==> src/rtl/lane_mem_pkg.sv <==
package lane_mem_pkg;
  typedef enum logic [1:0] {
    SZ_BYTE = 2'd0,
    SZ_HALF = 2'd1,
    SZ_WORD = 2'd2,
    SZ_DBL  = 2'd3
  } size_e;

  localparam int ROW_BYTES = 8;
  localparam int ROW_BITS  = ROW_BYTES * 8;
  localparam int OFF_W     = $clog2(ROW_BYTES);
endpackage

==> src/rtl/lane_decode.sv <==
module lane_decode
  import lane_mem_pkg::*;
#(
  parameter int ADDR_W = 64,
  parameter int IDX_W  = 4
) (
  input  logic [ADDR_W-1:0]   addr,
  input  logic [1:0]          size,
  output logic [IDX_W-1:0]    idx,
  output logic [OFF_W-1:0]    off,
  output logic                misalign,
  output logic [ROW_BITS-1:0] lane_mask
);
  logic [OFF_W-1:0] width_m1;
  logic             unused_addr_hi;

  assign idx            = addr[OFF_W +: IDX_W];
  assign off            = addr[OFF_W-1:0];
  assign unused_addr_hi = ^addr[ADDR_W-1:OFF_W+IDX_W];

  always_comb begin
    case (size)
      SZ_BYTE: width_m1 = 3'd0;
      SZ_HALF: width_m1 = 3'd1;
      SZ_WORD: width_m1 = 3'd3;
      default: width_m1 = 3'd7;
    endcase
    misalign = |(off & width_m1);
    for (int b = 0; b < ROW_BYTES; b++) begin
      lane_mask[b*8 +: 8] = {8{(4'(b) >= {1'b0, off}) &&
                               (4'(b) <= ({1'b0, off} + {1'b0, width_m1}))}};
    end
  end
endmodule

==> src/rtl/lane_swap.sv <==
module lane_swap
  import lane_mem_pkg::*;
(
  input  logic                en,
  input  logic [1:0]          size,
  input  logic [ROW_BITS-1:0] d,
  output logic [ROW_BITS-1:0] q
);
  logic [ROW_BITS-1:0] rev [4];

  for (genvar s = 0; s < 4; s++) begin : g_width
    localparam int NB = 1 << s;
    always_comb begin
      rev[s] = '0;
      for (int i = 0; i < NB; i++) begin
        rev[s][i*8 +: 8] = d[(NB-1-i)*8 +: 8];
      end
    end
  end

  always_comb begin
    if (en) q = rev[size];
    else    q = d;
  end
endmodule

==> src/rtl/lane_rows.sv <==
module lane_rows
  import lane_mem_pkg::*;
#(
  parameter int DEPTH = 16,
  localparam int IDX_W = $clog2(DEPTH)
) (
  input  logic                clk,
  input  logic                rst_n,
  input  logic                wr_en,
  input  logic [IDX_W-1:0]    idx,
  input  logic [ROW_BITS-1:0] wmask,
  input  logic [ROW_BITS-1:0] wdata,
  output logic [ROW_BITS-1:0] rd_row
);
  logic [ROW_BITS-1:0] row_q [DEPTH];

  for (genvar r = 0; r < DEPTH; r++) begin : g_row
    logic                row_en;
    logic [ROW_BITS-1:0] row_d;

    always_comb begin
      row_en = wr_en && (idx == IDX_W'(r));
      row_d  = (row_q[r] & ~wmask) | (wdata & wmask);
    end

    always_ff @(posedge clk or negedge rst_n) begin
      if (!rst_n)      row_q[r] <= '0;
      else if (row_en) row_q[r] <= row_d;
    end
  end

  assign rd_row = row_q[idx];
endmodule

==> src/rtl/lane_mem.sv <==
module lane_mem
  import lane_mem_pkg::*;
#(
  parameter int DEPTH  = 16,
  parameter int ADDR_W = 64,
  localparam int IDX_W = $clog2(DEPTH)
) (
  input  logic              clk,
  input  logic              rst_n,
  input  logic              req_valid,
  input  logic              req_we,
  input  logic [ADDR_W-1:0] req_addr,
  input  logic [1:0]        req_size,
  input  logic [63:0]       req_wdata,
  input  logic              req_swap,
  output logic              rsp_valid,
  output logic [63:0]       rsp_rdata,
  output logic              rsp_misalign
);
  logic [IDX_W-1:0]    idx;
  logic [OFF_W-1:0]    off;
  logic                misalign;
  logic [ROW_BITS-1:0] lane_mask;
  logic [5:0]          shamt;
  logic [ROW_BITS-1:0] item_mask;
  logic [ROW_BITS-1:0] rd_row;
  logic [ROW_BITS-1:0] ld_raw;
  logic [ROW_BITS-1:0] ld_item;
  logic [ROW_BITS-1:0] st_raw;
  logic [ROW_BITS-1:0] st_item;
  logic [ROW_BITS-1:0] st_lanes;
  logic                wr_en;
  logic                ld_ok;

  logic                valid_d, valid_q;
  logic                mis_d, mis_q;
  logic [ROW_BITS-1:0] rdata_q;

  lane_decode #(.ADDR_W(ADDR_W), .IDX_W(IDX_W)) u_dec (
    .addr      (req_addr),
    .size      (req_size),
    .idx       (idx),
    .off       (off),
    .misalign  (misalign),
    .lane_mask (lane_mask)
  );

  always_comb begin
    shamt     = {off, 3'b000};
    item_mask = lane_mask >> shamt;
    ld_raw    = (rd_row & lane_mask) >> shamt;
    st_raw    = req_wdata & item_mask;
    st_lanes  = st_item << shamt;
    wr_en     = req_valid && req_we && !misalign;
    ld_ok     = req_valid && !req_we && !misalign;
    valid_d   = ld_ok;
    mis_d     = req_valid && misalign;
  end

  lane_swap u_ld_swap (
    .en   (req_swap),
    .size (req_size),
    .d    (ld_raw),
    .q    (ld_item)
  );

  lane_swap u_st_swap (
    .en   (req_swap),
    .size (req_size),
    .d    (st_raw),
    .q    (st_item)
  );

  lane_rows #(.DEPTH(DEPTH)) u_rows (
    .clk    (clk),
    .rst_n  (rst_n),
    .wr_en  (wr_en),
    .idx    (idx),
    .wmask  (lane_mask),
    .wdata  (st_lanes),
    .rd_row (rd_row)
  );

  always_ff @(posedge clk or negedge rst_n) begin
    if (!rst_n) begin
      valid_q <= 1'b0;
      mis_q   <= 1'b0;
    end else begin
      valid_q <= valid_d;
      mis_q   <= mis_d;
    end
  end

  always_ff @(posedge clk or negedge rst_n) begin
    if (!rst_n)     rdata_q <= '0;
    else if (ld_ok) rdata_q <= ld_item;
  end

  assign rsp_valid    = valid_q;
  assign rsp_misalign = mis_q;
  assign rsp_rdata    = rdata_q;
endmodule

==> config.mk <==
export PLATFORM = sky130hd
export DESIGN_NAME = lane_mem
export DESIGN_NICKNAME = d
export VERILOG_FILES = /design/src/rtl/lane_mem_pkg.sv /design/src/rtl/lane_decode.sv /design/src/rtl/lane_swap.sv /design/src/rtl/lane_rows.sv /design/src/rtl/lane_mem.sv
export SDC_FILE = /design/constraint.sdc
export NUM_CORES = 2
export LEC_CHECK = 0
export BUFFER_PORTS_ARGS = -buffer_cell sky130_fd_sc_hd__buf_2
export CORE_ASPECT_RATIO = 1.4
export CORE_MARGIN = 3
export CORE_UTILIZATION = 45
export DETAILED_ROUTE_END_ITERATION = 8
export PLACE_DENSITY_LB_ADDON = 0.25
export SLEW_MARGIN = 20
export SYNTH_ARGS = -nofsm -noshare
export SYNTH_HDL_FRONTEND = slang
export SYNTH_HIERARCHICAL = 1
export SYNTH_SLANG_ARGS = --single-unit
==> constraint.sdc <==
create_clock -name clk -period 8.28 [get_ports clk]
set_clock_uncertainty 0.2 [all_clocks]
set_input_delay 0.414 -clock clk [delete_from_list [all_inputs] [get_ports clk]]
set_output_delay 0.414 -clock clk [all_outputs]
set_load 0.1 [all_outputs]
==> metrics.txt <==
status completed; PD cells 188 mW/mm²; r2r worst-path depth 10; clock-pin slew on the worst setup and hold paths 60 ps; Post-Syn Instances 5561; leakage 30.2 nW; Num Clock Sinks 1090; Max FO, Critical Path 131; Worst setup EP type flip-flop; H-tree depth 3; DRT Wirelength 192 mm; async set-or-reset flop fraction in the synthesized netlist 100%; largest net degree at the start of global routing 178; multi-input logic area 0.0320 mm²; most numerous cell in the Yosys netlist dfrtp_1; DR vias/cell 6.44; fin nets 5375; die area 0.145 mm²; Area growth syn-to-layout 7.54%; Root Driver clkbuf_16; DRC viols 0; Fin. Hold Viols 0; setup TNS 0 ps; FF/Latch Area 0.0273 mm²; final worst-path cycle share 72.6%; Tightest Hold Check Type primary input to flip-flop; Synth top area share 43.2%; RSZ-0062 raised after global routing no; CP required 8730 ps; Worst Setup Start Kind primary input; post-synth design cell area 0.0632 mm²; Core Area 0.139 mm²; Rows 162; reg-to-reg slack, setup 4460 ps; worst hold stages 4; clock buffer depth 3; # IOs 201; r2r endpoint rsp_rdata[5]$_DFFE_PN0P_; Fill cells 12400; Yosys top cell by area dfrtp_1; Worst Max-Slew Pin Slew 1310 ps; gpl congestion 0.952; TritonRoute pass-1 iters 7; WS Path Type primary input to flip-flop; Iter 0 DRT Violations 4486; Via Count 46000; overall power 12.8 mW; Ys Warns 6; Port Buffers 143; CTS buffer count 108; Global Route Usage Sum 26.0%; largest cells by area after synthesis dfrtp_1 43%, mux2_2 16%, mux4_2 10%; Post-DP HPWL 113 mm; most frequent cells after synthesis 1090 x dfrtp_1, 1055 x nand3_1, 878 x mux2_2; Yosys reg bits 1090; initial antenna violation count 9; Arr. time, crit path 6470 ps; die height 449 µm; sequential area share after synthesis 43.2%; Post-synth EDFFs 0; fmax 0.166 GHz; Final Slew Violations 0; Hold Startpoint req_addr[5]; gr ovfl total 0; Worst slew margin 12.3%; CTS tree done; first-pass GRT wire length 291 mm; Setup Viol. Count Final 0; Die X 323 µm; share of layout cells above drive strength 1 31.1%; Synth cell types 56; latest clock arrival within the worst-skew pair 740 ps; routed len/inst 26.9 µm; initial core utilization 45.4%; min Tclk post-route 6010 ps; max-cap viol count 0; post-synthesis area per instance 11.4 µm²; vias in the first global route 46300; CTS resizes 0; Max VDD drop 0.148 mV; prevailing post-synth register cell dfrtp_1; Syn Nets 5700; antenna-violating nets left 0
[cell usage in the layout, fill, tap and decap left out, types with 7 or more instances in the layout]
cell type,Yosys,layout
nand3_1,1055,1055
o21ai_0,86,81
clkbuf_16,0,110
a211oi_1,17,15
a211o_1,17,17
o221ai_1,31,31
mux2_2,878,878
mux4_2,280,280
o32ai_1,16,12
mux2i_1,64,64
and2_1,11,10
and3_1,61,60
nor4bb_1,8,8
bufinv_16,0,11
nor2b_1,41,34
dfrtp_1,1090,1090
a31oi_1,40,39
diode_2,0,7
mux2_1,308,308
clkinv_2,0,21
a311oi_1,16,16
and4b_1,16,16
a222oi_1,9,9
buf_12,0,25
buf_2,250,135
o22ai_1,40,40
a22oi_1,146,146
nor3b_1,9,8
nand2_1,235,235
clkbuf_1,261,18
inv_1,126,125
o21ai_1,6,9
a21oi_1,56,54
a221oi_1,8,8
clkbuf_8,0,36
nor2_1,112,108
nor3_1,16,15
buf_4,128,103
[worst max-delay path by stage]
stage                     start   endpoint  cells after the start
floorplan           req_size[1]  flip-flop                     18
CTS                 req_size[1]  flip-flop                     18
global route        req_size[1]  flip-flop                     18
detailed placement  req_size[1]  flip-flop                     18
global placement    req_size[1]  flip-flop                     18
finish              req_size[1]  flip-flop                     18
[where the power goes]
part	switching, mW	leakage, nW	internal, mW	total (mW)
Sequential	0.0838	15.1	5.49	5.57
Clock	2.17	1.91	3.10	5.28
Combinational	1.41	13.2	0.536	1.94
[per-stage QoR]
stage / util [%] / std cells / hold WS, ps / setup slack [ps] / area, µm²
floorplan: - / 5561 / -81.6 / 3280 / 63200
global placement: 46.0 / 6926 / 268 / 1620 / 64000
detailed placement: 46.0 / 6926 / 275 / 1510 / 64000
CTS: 48.7 / 7132 / 54.4 / 2300 / 67900
global route: 48.8 / 7135 / 121 / 1910 / 67900
finish: 48.8 / 7141 / 105 / 2270 / 68000
[routing by layer]
layer  share of wire (%)  up-vias  routed length [µm]  GRT usage (%)
li1                    -    19800                   -              -
met1                  40    24100               77300           33.7
met2                  48     1664               91600           42.3
met3                 6.7      373               12800           3.98
met4                 5.5        4               10600           13.8
met5               0.014        -                  27              0
[cell type report]
| type | instances | share of cell area [%] |
|---|---|---|
| Tap cell | 1804 | 3.32 |
| Clock buffer | 164 | 4.88 |
| Clock inverter | 40 | 0.775 |
| Multi-Input combinational cell | 3638 | 47.1 |
| Timing Repair Buffer | 271 | 3.04 |
| Antenna cell | 7 | 0.0258 |
| Inverter | 127 | 0.705 |
| Sequential cell | 1090 | 40.1 |
[critical path: stages]
cell       delay (ps)
buf_2             490
or2_2             220
ha_1              170
inv_1              60
fa_1              400
or2b_1            180
o21ai_2           160
a222oi_1          610
buf_12            470
mux2_2            290
nand2_1            90
a311oi_1          660
a31oi_1           170
o221ai_1          550
mux2i_1           200
a2bb2oi_1         240
nor2_1            740
mux2_2            290
[what timing repair did]
item                                   4_1_cts  5_1_grt
endpoints found under the hold margin      111        0
hold buffers                                 2        0
setup buffers                                0        0
[cells by family after synthesis]
family	share of synthesized area (%)
flops	43.2
xor+xnor	0.0139
fa+ha+maj	0.0911
mux	32.2
compound gates	5.56
simple gates	12.5
buf+inv	6.53
(Power assumes the default switching activity.)
